[config.mk]
export PLATFORM = sky130hd
export DESIGN_NAME = irqb_top
export DESIGN_NICKNAME = d
export VERILOG_FILES = /design/src/rtl/irqb_pkg.sv /design/src/rtl/irqb_decode.sv /design/src/rtl/irqb_group.sv /design/src/rtl/irqb_irq.sv /design/src/rtl/irqb_top.sv
export SDC_FILE = /design/constraint.sdc
export NUM_CORES = 1
export LEC_CHECK = 0
export ABC_AREA = 1
export BUFFER_PORTS_ARGS = -buffer_cell sky130_fd_sc_hd__buf_2
export CAP_MARGIN = 10
export CORE_MARGIN = 1.5
export CORE_UTILIZATION = 40
export DETAILED_ROUTE_END_ITERATION = 8
export GPL_ROUTABILITY_DRIVEN = 1
export HOLD_SLACK_MARGIN = 0.1
export PLACE_DENSITY = 0.75
export SYNTH_ARGS = -nofsm -noshare
export SYNTH_HDL_FRONTEND = slang
export SYNTH_SLANG_ARGS = --single-unit
[constraint.sdc]
create_clock -name clk -period 2.3 [get_ports clk]
set_input_delay 0.46 -clock clk [delete_from_list [all_inputs] [get_ports clk]]
set_output_delay 0.46 -clock clk [all_outputs]
set_load 0.03 [all_outputs]
[src/rtl/irqb_pkg.sv]
package irqb_pkg;
   // number of register groups (normal, error)
   localparam int unsigned NUM_GRP       = 2;
   // first word index of group 0 and words per group
   localparam int unsigned FIRST_WORD    = 1;
   localparam int unsigned WORDS_PER_GRP = 4;

   // order within a group is fixed by the address map
   typedef enum logic [1:0] {
      K_STS = 2'd0,
      K_MSK = 2'd1,
      K_UNM = 2'd2,
      K_MSS = 2'd3
   } reg_kind_e;
endpackage

[src/rtl/irqb_decode.sv]
module irqb_decode
   import irqb_pkg::*;
#(
   parameter int unsigned ADDR_W = 8
) (
   input  logic [ADDR_W-1:0]  addr_i,
   input  logic               wr_i,
   output logic [NUM_GRP-1:0] sts_wr_o,
   output logic [NUM_GRP-1:0] unm_wr_o,
   output logic [NUM_GRP-1:0] mss_wr_o,
   output logic               hit_o,
   output logic [ADDR_W-1:0]  grp_o,
   output reg_kind_e          kind_o
);
   localparam logic [ADDR_W-1:0] LAST_WORD = ADDR_W'(FIRST_WORD + NUM_GRP*WORDS_PER_GRP - 1);

   logic [ADDR_W-1:0] word;
   logic [ADDR_W-1:0] wsub;

   assign word   = addr_i >> 2;
   assign wsub   = word - ADDR_W'(FIRST_WORD);
   assign grp_o  = wsub >> 2;
   assign kind_o = reg_kind_e'(wsub[1:0]);
   assign hit_o  = (word >= ADDR_W'(FIRST_WORD)) && (word <= LAST_WORD);

   for (genvar g = 0; g < NUM_GRP; g++) begin : g_strobe
      logic sel;
      assign sel         = wr_i && hit_o && (grp_o == ADDR_W'(g));
      assign sts_wr_o[g] = sel && (kind_o == K_STS);
      assign unm_wr_o[g] = sel && (kind_o == K_UNM);
      assign mss_wr_o[g] = sel && (kind_o == K_MSS);
   end

   // one write never reaches two groups
   always_comb begin
      assert_one_group_R11: assert ($onehot0(sts_wr_o | unm_wr_o | mss_wr_o));
   end
endmodule

[src/rtl/irqb_group.sv]
module irqb_group #(
   parameter int unsigned     DATA_W   = 32,
   parameter logic [DATA_W-1:0] MASK_RST = '1
) (
   input  logic              clk,
   input  logic              rst_n,
   input  logic [DATA_W-1:0] set_i,
   input  logic              clr_i,
   input  logic              unm_i,
   input  logic              mss_i,
   input  logic [DATA_W-1:0] wdata_i,
   output logic [DATA_W-1:0] status_o,
   output logic [DATA_W-1:0] mask_o,
   output logic              pend_o
);
   logic [DATA_W-1:0] status_q;
   logic [DATA_W-1:0] mask_q;
   logic [DATA_W-1:0] clr_bits;

   assign clr_bits = clr_i ? wdata_i : '0;

   always_ff @(posedge clk or negedge rst_n) begin
      if (!rst_n) begin
         status_q <= '0;
         mask_q   <= MASK_RST;
      end else begin
         // set applied after clear: event beats software clear
         status_q <= (status_q & ~clr_bits) | set_i;
         if (unm_i)
            mask_q <= mask_q & ~wdata_i;
         else if (mss_i)
            mask_q <= mask_q | wdata_i;
      end
   end

   assign status_o = status_q;
   assign mask_o   = mask_q;
   assign pend_o   = |(status_q & ~mask_q);

   assert_set_sticks_R3: assert property (@(posedge clk) disable iff (!rst_n)
      (set_i != '0) |=> ((status_q & $past(set_i)) == $past(set_i)));

   assert_w1c_R4: assert property (@(posedge clk) disable iff (!rst_n)
      (clr_i && set_i == '0) |=> ((status_q & $past(wdata_i)) == '0));

   assert_set_wins_R5: assert property (@(posedge clk) disable iff (!rst_n)
      (clr_i && ((set_i & wdata_i) != '0)) |=>
         ((status_q & $past(set_i & wdata_i)) == $past(set_i & wdata_i)));

   assert_unmask_R6: assert property (@(posedge clk) disable iff (!rst_n)
      unm_i |=> ((mask_q & $past(wdata_i)) == '0));

   assert_mask_set_R7: assert property (@(posedge clk) disable iff (!rst_n)
      mss_i |=> ((mask_q & $past(wdata_i)) == $past(wdata_i)));

   assert_mask_hold_R8: assert property (@(posedge clk) disable iff (!rst_n)
      (!unm_i && !mss_i) |=> $stable(mask_q));
endmodule

[src/rtl/irqb_irq.sv]
module irqb_irq #(
   parameter int unsigned NUM_SRC = 2
) (
   input  logic               clk,
   input  logic               rst_n,
   input  logic [NUM_SRC-1:0] pend_i,
   output logic               irq_o
);
   logic irq_q;

   always_ff @(posedge clk or negedge rst_n) begin
      if (!rst_n) irq_q <= 1'b0;
      else        irq_q <= |pend_i;
   end

   assign irq_o = irq_q;

   assert_irq_rise_R10: assert property (@(posedge clk) disable iff (!rst_n)
      (pend_i != '0) |=> irq_q);

   assert_irq_fall_R10: assert property (@(posedge clk) disable iff (!rst_n)
      (pend_i == '0) |=> !irq_q);
endmodule

[src/rtl/irqb_top.sv]
module irqb_top
   import irqb_pkg::*;
#(
   parameter int unsigned       DATA_W        = 32,
   parameter int unsigned       ADDR_W        = 8,
   parameter logic [DATA_W-1:0] NORM_MASK_RST = 32'h07FF_FFFF,
   parameter logic [DATA_W-1:0] ERR_MASK_RST  = 32'hFFFF_FFFF
) (
   input  logic              clk,
   input  logic              rst_n,
   input  logic              reg_wr,
   input  logic [ADDR_W-1:0] reg_addr,
   input  logic [DATA_W-1:0] reg_wdata,
   output logic [DATA_W-1:0] reg_rdata,
   input  logic [DATA_W-1:0] norm_evt,
   input  logic [DATA_W-1:0] err_evt,
   output logic              irq_o
);
   if (DATA_W < 1 || DATA_W > 32) begin : g_bad_data_w
      $error("irqb_top: DATA_W must be 1..32");
   end
   if (ADDR_W < 6) begin : g_bad_addr_w
      $error("irqb_top: ADDR_W must cover the address map");
   end

   logic [NUM_GRP-1:0] sts_wr, unm_wr, mss_wr, pend;
   logic               hit;
   logic [ADDR_W-1:0]  grp;
   reg_kind_e          kind;
   logic [DATA_W-1:0]  evt_a    [NUM_GRP];
   logic [DATA_W-1:0]  status_a [NUM_GRP];
   logic [DATA_W-1:0]  mask_a   [NUM_GRP];

   assign evt_a[0] = norm_evt;
   assign evt_a[1] = err_evt;

   irqb_decode #(.ADDR_W(ADDR_W)) u_dec (
      .addr_i   (reg_addr),
      .wr_i     (reg_wr),
      .sts_wr_o (sts_wr),
      .unm_wr_o (unm_wr),
      .mss_wr_o (mss_wr),
      .hit_o    (hit),
      .grp_o    (grp),
      .kind_o   (kind)
   );

   for (genvar g = 0; g < NUM_GRP; g++) begin : g_grp
      localparam logic [DATA_W-1:0] RST_G = (g == 0) ? NORM_MASK_RST : ERR_MASK_RST;
      irqb_group #(.DATA_W(DATA_W), .MASK_RST(RST_G)) u_grp (
         .clk      (clk),
         .rst_n    (rst_n),
         .set_i    (evt_a[g]),
         .clr_i    (sts_wr[g]),
         .unm_i    (unm_wr[g]),
         .mss_i    (mss_wr[g]),
         .wdata_i  (reg_wdata),
         .status_o (status_a[g]),
         .mask_o   (mask_a[g]),
         .pend_o   (pend[g])
      );
   end

   irqb_irq #(.NUM_SRC(NUM_GRP)) u_irq (
      .clk    (clk),
      .rst_n  (rst_n),
      .pend_i (pend),
      .irq_o  (irq_o)
   );

   // read mux: strobe registers and unmapped words return zero
   always_comb begin
      reg_rdata = '0;
      for (int g = 0; g < NUM_GRP; g++) begin
         if (hit && grp == ADDR_W'(g)) begin
            unique case (kind)
               K_STS:   reg_rdata = status_a[g];
               K_MSK:   reg_rdata = mask_a[g];
               default: reg_rdata = '0;
            endcase
         end
      end
   end

   // strobe registers read as zero
   always_comb begin
      if (hit && (kind == K_UNM || kind == K_MSS))
         assert_strobe_rd_zero_R9: assert (reg_rdata == '0);
   end

   // a write outside the map changes no status
   assert_unmapped_R2: assert property (@(posedge clk) disable iff (!rst_n)
      (reg_wr && !hit && norm_evt == '0 && err_evt == '0) |=>
         ($stable(status_a[0]) && $stable(status_a[1])));
endmodule

==> impl_results.md, run 1 <==
* Outcome: finished with violations
* Failing checks: setup timing
* Vias per inst at 5.39
* Synthesized flop and latch total at 129
* Die height at 144 µm
* Final setup viols at 32
* Crit-path cells: buf_8 -> buf_6 -> nor2_4 -> buf_6 -> nand3_2 -> nand2_1 -> nor2_1 -> nand2_2 -> nor3_4 -> buf_6 -> clkbuf_16 -> nand3_1 -> nand2_2 -> buf_6
* Core area at 19500 µm²
* Antenna violations before repair at 0
* Critical path data arrival time at 2040 ps
* Clock sinks at 129
* I/O pins at 140
* Slew HR at 71.4%
* # rows at 51
* Ys Warns at 0
* Combinational power share at 12.0%
* CTS HTree Levels at 4
* Startpoint class of the critical path: input pin
* Flop pwr share at 40.1%
* Die W at 144 µm
* Area delta synth->final at 31.7%
* Seq/Total Area, Yosys at 41.7%
* P per Cell Area at 584 nW/µm²
* Sw Ratio at 25.5%
* RSZ-0062 raised after global routing: true
* Clk slew on worst S/H paths at 60 ps
* Setup tns final at -5800 ps
* Crit-path max cell delay at 200 ps
* Worst reg2reg path depth at 7
* Final Cycle Share at 109%
* Crit path setup slack, layout at -203 ps
* Routed wire length at 25.4 mm
* Wire per inst at 16.4 µm
* Num CTS Buffers at 17
* Delay-heaviest family, CP: buffers and inverters
* Psw at 1.55 mW
* Critical path class: input pin to output port
* Clock share of power at 47.8%
* GRT Util Overall at 25.1%
* Endpoints failing hold at 0
* R2r setup slk at 800 ps
* DRC at 0
* Initial Util at 40.7%
* Mapped cell area at 7920 µm²
* Pint at 4.54 mW
* Max cap viols at 0
* GRT overflow at 0
* Die Area at 20600 µm²
* Synthesized area per cell at 6.99 µm²
* Most used cell, CP: buf_6
* Worst-Skew Late Latency at 430 ps
* Peak supply drop at 0.000498 V
* First-pass detailed-route iteration total at 5
* Layout cells sized above 1 at 28.9%
* Layout Nets at 1384
* Bufs and invs on worst path at 6
* Minimum clock period at 2500 ps
* Worst Tran Pin Value at 425 ps
* WHS Path Cells at 3
* Hpwl dp at 16.2 mm
* Critical path required time at 1840 ps
* FMAX at 399 MHz
* Critical Path Start: reg_addr[3]
* Hold Startpoint: norm_evt[13]
* Critical-path top delay cell: buf_6
* Crit path depth at 14
* CP max FO at 6
* Cell variety after synth at 27
* Setup WS pre-CTS at -327 ps
* CTS root buf: clkbuf_16
* DR vias at 8363
* GPL Wtd Cong at 0.833
* TritonCTS clock tree: built
* Syn_nets at 1244
* Worst Skew at 7.19 ps
* Syn Inst Count at 1133
* Largest net degree at the start of global routing at 70
* Port Buffers at 137
* Detail Route Antenna Nets at 0
* Tightest Hold Check Type: input pin to register
* Number of global-route vias before repair at 7979
* Max Slew Vio Count at 0
* 1st-iter DRT viols at 546
* First-pass GRT wire length at 40.0 mm
* Leakage at 5.13 nW
* Clock tree buffer depth at 2
* Setup crit end kind: output port
[worst min-delay path, stage by stage]
cell and delay (ps):
buf_2 70, inv_1 30, nand2_1 50
[cells in the final DEF (no fill, tap or decap), drive strengths merged, types with 6 or more instances in the layout]
cell and instances:
nor3 6, nand3 136, o22ai 17, buf 196, dfrtp 70, dfstp 59, nor2 32, nand2 385
clkbuf 24, inv 139, o21ai 65, nand4 134
[routing by layer]
| layer | vias up | GRT usage (%) | wire length [µm] |
|---|---|---|---|
| met5 | - | 0 | 0 |
| met2 | 400 | 41.6 | 12300 |
| li1 | 4012 | - | - |
| met4 | 0 | 11.1 | 743 |
| met1 | 3892 | 32.1 | 10600 |
| met3 | 59 | 4.23 | 1760 |
[power by group through the flow]
stage	Clock (mW)	Combinational, mW	Sequential, mW
2_1_floorplan	0	0.329	2.46
3_3_place_gp	0	0.661	2.47
3_5_place_dp	0	0.676	2.48
4_1_cts	2.95	0.716	2.44
5_1_grt	3.06	0.805	2.45
6_report	2.91	0.733	2.44
[worst paths after layout]
path	end
setup / recovery	reg_rdata[19]
hold / removal	g_grp[0].u_grp.status_o[13]
setup reg to reg	u_irq.irq_o
hold reg to reg	register
max in group asynchronous	async pin
min in group asynchronous	g_grp[0].u_grp.status_o[26]
[cell usage after synthesis]
cell type    n  area share (%)
nand2_1    384              18
nand3_1    134             8.5
nand4_1    134              11
inv_1      133             6.3
dfrtp_1     70              22
o21ai_0     64             4.0
dfstp_2     59              20
clkbuf_1    27             1.3
buf_2       26             1.6
nor2_1      22             1.0
o22ai_1     17             1.3
buf_4       13             1.2
buf_1       12            0.57
nor2_2       7            0.55
inv_2        6            0.28
a21oi_1      4            0.25
ha_1         4            0.63
nor3_1       4            0.25
nor2_4       3            0.43
a22o_1       2            0.22
nand3_2      2            0.25
nand2_2      1           0.079
nand3b_1     1           0.095
nor3_2       1            0.13
nor3_4       1            0.21
nor3b_1      1           0.095
o21ai_1      1           0.063
[stage by stage]
stage          hold slack [ps]  instances  area (µm²)  power, mW  utilization, %
2_1_floorplan              164       1133        7990       2.79               -
3_3_place_gp               339       1508        9190       3.13            47.2
3_5_place_dp               341       1508        9190       3.15            47.2
5_1_grt                    206       1550       10400       6.32            53.5
4_1_cts                    201       1548       10300       6.11            52.9
6_report                   211       1552       10400       6.09            53.6
[repair_timing]
item,CTS,global route
hold buffers,1,0
cloned,2,2
resized for setup,114,15
setup buffers,6,0
endpoints found under the setup margin,32,32
endpoints found under the hold margin,12,0
pin swaps,10,17
[cell families (layout without fill, tap and decap cells)]
group	count (synthesis)	after routing	synth area share, %
AOI/OAI and AO/OA	88	88	5.93
and+or+nand+nor	695	695	40.4
DFF	129	129	41.7
buffers and inverters	217	369	11.3
adders and majority gates	4	4	0.632
other	0	2	0
[cell type report]
| class | count | area [µm²] |
|---|---|---|
| diodes | 2 | 5.00 |
| clock buffers | 22 | 474 |
| clock inverters | 9 | 155 |
| fillers | 1839 | 9040 |
| inverters | 139 | 522 |
| multi-input cells | 787 | 3990 |
| flip-flops and latches | 129 | 3300 |
| well taps | 265 | 332 |
| repair buffers | 199 | 1640 |
No activity file was read; power rests on OpenSTA's default activity.
==> run 2, diff against run 1 <==
Settings changed: CORE_UTILIZATION 40 to 45, PLACE_DENSITY 0.75 to 0.81, RECOVER_POWER set to 50, SLEW_MARGIN set to 30.
==> run 2 against run 1 <==
The flow finishes with violations (capacitance limit, slew limit, setup timing). Cell count shrank 1.8%. Sequential power is essentially flat. Power shrank 2.1%. First-iteration DRC count grew 60%. Worst setup slack lost 12 ps. Clock skew grew 2.0 ps. Non-clock buffer count grew 14. Design area grew 1.5%. Die area shrank 11%. Count of clock-buffer cells in the layout shrank 5. Largest cell class unchanged.
==> impl_results.md, run 2 (same netlist as run 1, synthesis figures left out) <==
* CP max FO at 5 (was 6)
* TritonCTS clock tree: built (unchanged)
* Clock tree buffer depth at 2 (unchanged)
* DR vias at 8536 (was 8363)
* GPL Wtd Cong at 0.862 (was 0.833)
* Crit path setup slack, layout at -216 ps (was -203 ps)
* CTS root buf: clkbuf_16 (unchanged)
* Peak supply drop at 0.000545 V (was 0.000498 V)
* Clock sinks at 129 (unchanged)
* Commonest non-fill, non-tap cell in the layout: nand2_1 (unchanged)
* Largest net degree at the start of global routing at 75 (was 70)
* Startpoint class of the critical path: input pin (unchanged)
* Die Area at 18400 µm² (was 20600 µm²)
* Detail Route Antenna Nets at 0 (unchanged)
* FMAX at 398 MHz (was 399 MHz)
* CTS HTree Levels at 4 (unchanged)
* Routed wire length at 25.5 mm (was 25.4 mm)
* Antenna Cells at 0 (was 2)
* Clk slew on worst S/H paths at 70 ps (was 60 ps)
* Hpwl dp at 16.2 mm (about the same)
* Num CTS Buffers at 17 (unchanged)
* Critical path data arrival time at 2060 ps (was 2040 ps)
* RSZ-0062 raised after global routing: true (unchanged)
* Die height at 136 µm (was 144 µm)
* Placement Cell Area at 9250 µm² (was 9190 µm²)
* GRT overflow at 0 (unchanged)
* Initial Util at 45.9% (was 40.7%)
* Port Buffers at 137 (unchanged)
* First-pass GRT wire length at 39.2 mm (was 40.0 mm)
* Worst-Skew Late Latency at 420 ps (was 430 ps)
* Critical path class: input pin to output port (unchanged)
* Number of global-route vias before repair at 7868 (was 7979)
* Layout cells sized above 1 at 30.9% (was 28.9%)
* Final Cycle Share at 109% (about the same)
* Outcome: finished with violations (unchanged)
* Wire per inst at 16.7 µm (was 16.4 µm)
* Max cap viols at 1 (was 0)
* Leakage at 5.19 nW (was 5.13 nW)
* Commonest non-fill, non-tap cells in the layout: nand2_1 (348), nand4_1 (134), inv_1 (131) (was nand2_1 (349), nand4_1 (134), inv_1 (131))
* Tightest Hold Check Type: input pin to register (unchanged)
* Setup tns final at -7470 ps (was -5800 ps)
* Layout Nets at 1398 (was 1384)
* First-pass detailed-route iteration total at 5 (unchanged)
* Antenna violations before repair at 0 (unchanged)
* Critical path required time at 1840 ps (about the same)
* Failing checks: capacitance limit, slew limit, setup timing (was setup timing)
* Slew HR at -6.25% (was 71.4%)
* DRC at 0 (unchanged)
* 1st-iter DRT viols at 873 (was 546)
* Final Util at 61.4% (was 53.6%)
* Worst Skew at 9.23 ps (was 7.19 ps)
* # rows at 48 (was 51)
* Final Cell Area at 10600 µm² (was 10400 µm²)
* Vias per inst at 5.60 (was 5.39)
* Final setup viols at 64 (was 32)
* GRT Util Overall at 27.2% (was 25.1%)
* Endpoints failing hold at 0 (unchanged)
* Worst Tran Pin Value at 1590 ps (was 425 ps)
* Minimum clock period at 2520 ps (was 2500 ps)
* Max Slew Vio Count at 25 (was 0)
* Area delta synth->final at 33.7% (was 31.7%)
* P per Cell Area at 563 nW/µm² (was 584 nW/µm²)
* I/O pins at 140 (unchanged)
* Die W at 136 µm (was 144 µm)
* Setup crit end kind: output port (unchanged)
* Core area at 17200 µm² (was 19500 µm²)
==> run 2: area by class of cell <==
cell class / instances / area (µm²)
flip-flops and latches: 129 / 3300
fillers: 1459 / 6650
multi-input cells: 787 / 4090
clock inverters: 14 / 166
well taps: 225 / 282
repair buffers: 213 / 1800
clock buffers: 17 / 425
inverters: 139 / 522
==> run 2: stage by stage <==
step / instances / setup WS, ps / hold slack (ps) / power (mW)
6_report: 1524 / -216 / 216 / 5.96
5_1_grt: 1524 / -298 / 206 / 6.18
4_1_cts: 1521 / -131 / 203 / 5.95
3_5_place_dp: 1475 / -342 / 398 / 3.16
3_3_place_gp: 1475 / -288 / 396 / 3.14
2_1_floorplan: 1133 / -25.2 / 164 / 2.79
==> run 2: per-layer routing <==
layer  share of wire (%)  wire [µm]  up-vias  GRT usage (%)
met3                 7.4       1880       65           4.56
met4                 2.7        687        0           11.8
met2                  48      12300      432           45.3
met1                  41      10600     3996           34.9
met5                   0          0        -              0
li1                    -          -     4043              -
==> run 2: worst max-delay path, cell delays in order <==
cell and delay, ps:
buf_8 100, buf_6 110, nor2_4 180, nand2_1 100, nand2_2 90, nand2_2 80, nor2_4 110, inv_2 60
nor3_4 150, buf_6 160, buf_8 130, nand3_1 90, nand2_2 90, buf_6 130
==> run 2: what timing repair did <==
action	4_1_cts	5_1_grt
gates cloned	2	1
pin swaps	7	22
setup endpoints to repair	32	59
buffers inserted	12	2
endpoints found under the hold margin	7	0
hold buffers	1	0
gates resized for setup	107	47
==> run 2: final timing paths <==
check	end	slack (ps)	depth (start not counted)	start
max in group asynchronous	async pin	60	3	rst_n
worst min-delay path	g_grp[0].u_grp.status_o[7]	220	3	norm_evt[7]
min in group asynchronous	g_grp[1].u_grp.status_o[2]	980	2	rst_n
worst min register to register	register	460	2	register
worst max-delay path	reg_rdata[25]	-220	14	reg_addr[3]
worst max register to register	u_irq.irq_o	750	7	register
==> run 2: report_power, final <==
group	internal [mW]	total [mW]	switching, mW
combinational	0.270	0.772	0.502
clock	1.69	2.74	1.05
sequential	2.39	2.44	0.0528
total	4.36	5.96	1.61
==> run 3, diff against run 2 <==
Settings changed: ABC_AREA 1 to not set, PLACE_DENSITY 0.81 to 0.82.
==> run 3 against run 2 <==
The run ends with setup timing left. Routed wire length shrank 12%. Clock skew shrank 4.9 ps. Non-clock buffer count shrank 34. Worst setup slack lost 19 ps. Count of clock-buffer cells in the layout grew 9. Core utilization shrank 0.069 points. Synthesized cell count shrank 38%. Design area shrank 13%. Largest cell class unchanged.
==> impl_results.md, run 3 <==
* Outcome: finished with violations (unchanged)
* Failing checks: setup timing (was capacitance limit, slew limit, setup timing)
* GRT overflow at 0 (unchanged)
* Synthesized area per cell at 9.87 µm² (was 6.99 µm²)
* Psw at 1.41 mW (was 1.61 mW)
* Delay-heaviest family, CP: compound AO/OA/AOI/OAI gates (was simple AND/OR/NAND/NOR gates)
* Crit-path max cell delay at 540 ps (was 180 ps)
* Vias per inst at 6.13 (was 5.60)
* Pint at 4.22 mW (was 4.36 mW)
* Ys async rst share at 100% (unchanged)
* Layout cells sized above 1 at 39.1% (was 30.9%)
* Initial Util at 45.7% (was 45.9%)
* FMAX at 395 MHz (was 398 MHz)
* Combinational power share at 13.1% (was 12.9%)
* 1st-iter DRT viols at 683 (was 873)
* CTS root buf: clkbuf_16 (unchanged)
* First-pass GRT wire length at 35.5 mm (was 39.2 mm)
* Startpoint class of the critical path: input pin (unchanged)
* Setup tns final at -6510 ps (was -7470 ps)
* Critical-path top delay cell: a2111o_2 (was nor2_4)
* Worst Skew at 4.34 ps (was 9.23 ps)
* Cell variety after synth at 37 (was 27)
* DR vias at 6422 (was 8536)
* Seq/Total Area, Yosys at 47.8% (was 41.7%)
* Die height at 127 µm (was 136 µm)
* Crit path setup slack, layout at -235 ps (was -216 ps)
* Layout Nets at 958 (was 1398)
* DRC at 0 (unchanged)
* Routed wire length at 22.5 mm (was 25.5 mm)
* Most common cell in the netlist: dfrtp_1 (was nand2_1)
* Largest net degree at the start of global routing at 65 (was 75)
* Detail Route Antenna Nets at 0 (unchanged)
* Syn_nets at 810 (was 1244)
* Ys Warns at 0 (unchanged)
* Post-synth EDFFs at 0 (unchanged)
* Bufs and invs on worst path at 4 (was 6)
* Final Cell Area at 9260 µm² (was 10600 µm²)
* Antenna violations before repair at 0 (unchanged)
* Antenna Cells at 0 (unchanged)
* GRT Util Overall at 28.8% (was 27.2%)
* Worst Tran Pin Value at 904 ps (was 1590 ps)
* Die W at 127 µm (was 136 µm)
* Peak supply drop at 0.000537 V (was 0.000545 V)
* Max cap viols at 0 (was 1)
* Tightest Hold Check Type: input pin to register (unchanged)
* Wire per inst at 21.4 µm (was 16.7 µm)
* Synthesized flop and latch total at 129 (unchanged)
* Post-synth top cells: dfrtp_1 (70), a22oi_1 (68), inv_1 (67), nand2_1 (67), nand3_1 (65) (was nand2_1 (384), nand3_1 (134), nand4_1 (134))
* Placement Cell Area at 8210 µm² (was 9250 µm²)
* Final Cycle Share at 110% (was 109%)
* Main synth FF type: dfrtp_1 (unchanged)
* Max Slew Vio Count at 0 (was 25)
* Hpwl dp at 14.3 mm (was 16.2 mm)
* Clock tree buffer depth at 2 (unchanged)
* Clock share of power at 45.2% (was 46.0%)
* TritonCTS clock tree: built (unchanged)
* Worst-Skew Late Latency at 430 ps (was 420 ps)
* Endpoints failing hold at 0 (unchanged)
* First-pass detailed-route iteration total at 5 (unchanged)
* Critical path class: input pin to output port (unchanged)
* Number of fill cells at 1213 (was 1459)
* RSZ-0062 raised after global routing: true (unchanged)
* Commonest non-fill, non-tap cell in the layout: buf_2 (was nand2_1)
* Leakage at 4.35 nW (was 5.19 nW)
* Flop pwr share at 41.6% (was 41.0%)
* Final setup viols at 32 (was 64)
* P per Cell Area at 608 nW/µm² (was 563 nW/µm²)
* Sw Ratio at 25.0% (was 26.9%)
* Num CTS Buffers at 17 (unchanged)
* Synth area leaders: dfrtp_1 (25%), dfstp_2 (22%), mux2i_1 (9.1%) (was dfrtp_1 (22%), dfstp_2 (20%), nand2_1 (18%))
* Minimum clock period at 2530 ps (was 2520 ps)
* Setup crit end kind: output port (unchanged)
* CP max FO at 16 (was 5)
* Overall power at 5.63 mW (was 5.96 mW)
* # rows at 45 (was 48)
* Slew HR at 39.7% (was -6.25%)
* CTS HTree Levels at 4 (unchanged)
* Largest area contributor in the netlist: dfrtp_1 (unchanged)
* I/O pins at 140 (unchanged)
* Port Buffers at 137 (unchanged)
* Number of global-route vias before repair at 6520 (was 7868)
* GPL Wtd Cong at 0.885 (was 0.862)
* Die Area at 16100 µm² (was 18400 µm²)
* Clk slew on worst S/H paths at 60 ps (was 70 ps)
* Mapped cell area at 6900 µm² (was 7920 µm²)
* Area delta synth->final at 34.1% (was 33.7%)
* Syn Inst Count at 699 (was 1133)
* Area share of the largest cell type after synthesis at 25.4% (was 22.1%)
* Core area at 15100 µm² (was 17200 µm²)
* Critical path data arrival time at 2070 ps (was 2060 ps)
* Clock sinks at 129 (unchanged)
* Commonest non-fill, non-tap cells in the layout: buf_2 (102), dfrtp_1 (70), a22oi_1 (68) (was nand2_1 (348), nand4_1 (134), inv_1 (131))
* Crit-path cells: buf_8 -> inv_4 -> ha_4 -> nor2_4 -> nand2_1 -> a2111o_2 -> buf_12 -> o22ai_1 -> and2_4 -> buf_6 (was buf_8 -> buf_6 -> nor2_4 -> nand2_1 -> nand2_2 -> nand2_2 -> nor2_4 -> inv_2 -> nor3_4 -> buf_6 -> buf_8 -> nand3_1 -> nand2_2 -> buf_6)
* Critical path required time at 1840 ps (about the same)
## run 3: worst paths after layout
path	to	from	slack, ps	cells past startpoint
max in group asynchronous	g_grp[1].u_grp.status_o[18]	rst_n	320	3
hold reg to reg	register	register	500	2
setup / recovery	reg_rdata[2]	reg_addr[2]	-230	10
setup reg to reg	u_irq.irq_o	register	240	5
hold / removal	g_grp[0].u_grp.status_o[14]	norm_evt[14]	200	2
min in group asynchronous	g_grp[0].u_grp.status_o[7]	rst_n	690	2
## run 3: what timing repair did
item                                    4_1_cts  5_1_grt
hold endpoints to repair                     14        0
setup buffers                                 1        0
hold buffers                                  1        0
endpoints found under the setup margin       32       32
cloned                                        2        0
gates resized for setup                      99       14
pin swaps                                    11        5
## run 3: worst register-to-register path, delay by kind of cell, from the launching register on
kind | cells | cell delay (ps)
and+or+nand+nor | 2 | 710
AOI/OAI and AO/OA | 2 | 660
DFF | 1 | 520
buffers and inverters | 1 | 50
## run 3: kinds of logic after synthesis
kind of cell               count (synthesis)  share of synthesized area [%]
muxes                                     63                           9.14
buffers and inverters                    117                           6.64
DFF                                      129                           47.8
adders and majority gates                  4                          0.725
AOI/OAI and AO/OA                        202                           22.2
and+or+nand+nor                          184                           13.5
## run 3: layout make-up
| cell class | instances | area, µm² | share of cell area, % |
|---|---|---|---|
| repair buffers | 179 | 1430 | 15.5 |
| clock inverters | 6 | 55.1 | 0.595 |
| clock buffers | 26 | 499 | 5.39 |
| flip-flops and latches | 129 | 3300 | 35.7 |
| multi-input cells | 453 | 3470 | 37.5 |
| well taps | 188 | 235 | 2.54 |
| inverters | 67 | 256 | 2.77 |
## run 3: per-stage QoR
step / worst slack [ps] / utilization (%) / hold WS (ps) / instances
2_1_floorplan: -8.81 / - / 164 / 699
3_3_place_gp: -286 / 54.4 / 458 / 1012
3_5_place_dp: -317 / 54.4 / 465 / 1012
4_1_cts: -257 / 61.0 / 197 / 1048
5_1_grt: -288 / 61.3 / 198 / 1048
6_report: -235 / 61.3 / 202 / 1048
## run 3: layer usage
layer	part of all wire (%)	vias up	global-route usage, %
met5	0	-	0
met4	3.1	0	12.3
met3	8.6	55	6.79
met2	46	364	44.1
met1	42	3183	39.3
li1	-	2820	-
## run 3: power by group through the flow
stage | combinational, mW | clock [mW] | sequential (mW)
2_1_floorplan | 0.304 | 0 | 2.37
3_3_place_gp | 0.650 | 0 | 2.38
3_5_place_dp | 0.658 | 0 | 2.38
4_1_cts | 0.719 | 2.56 | 2.34
5_1_grt | 0.787 | 2.68 | 2.34
6_report | 0.739 | 2.55 | 2.34
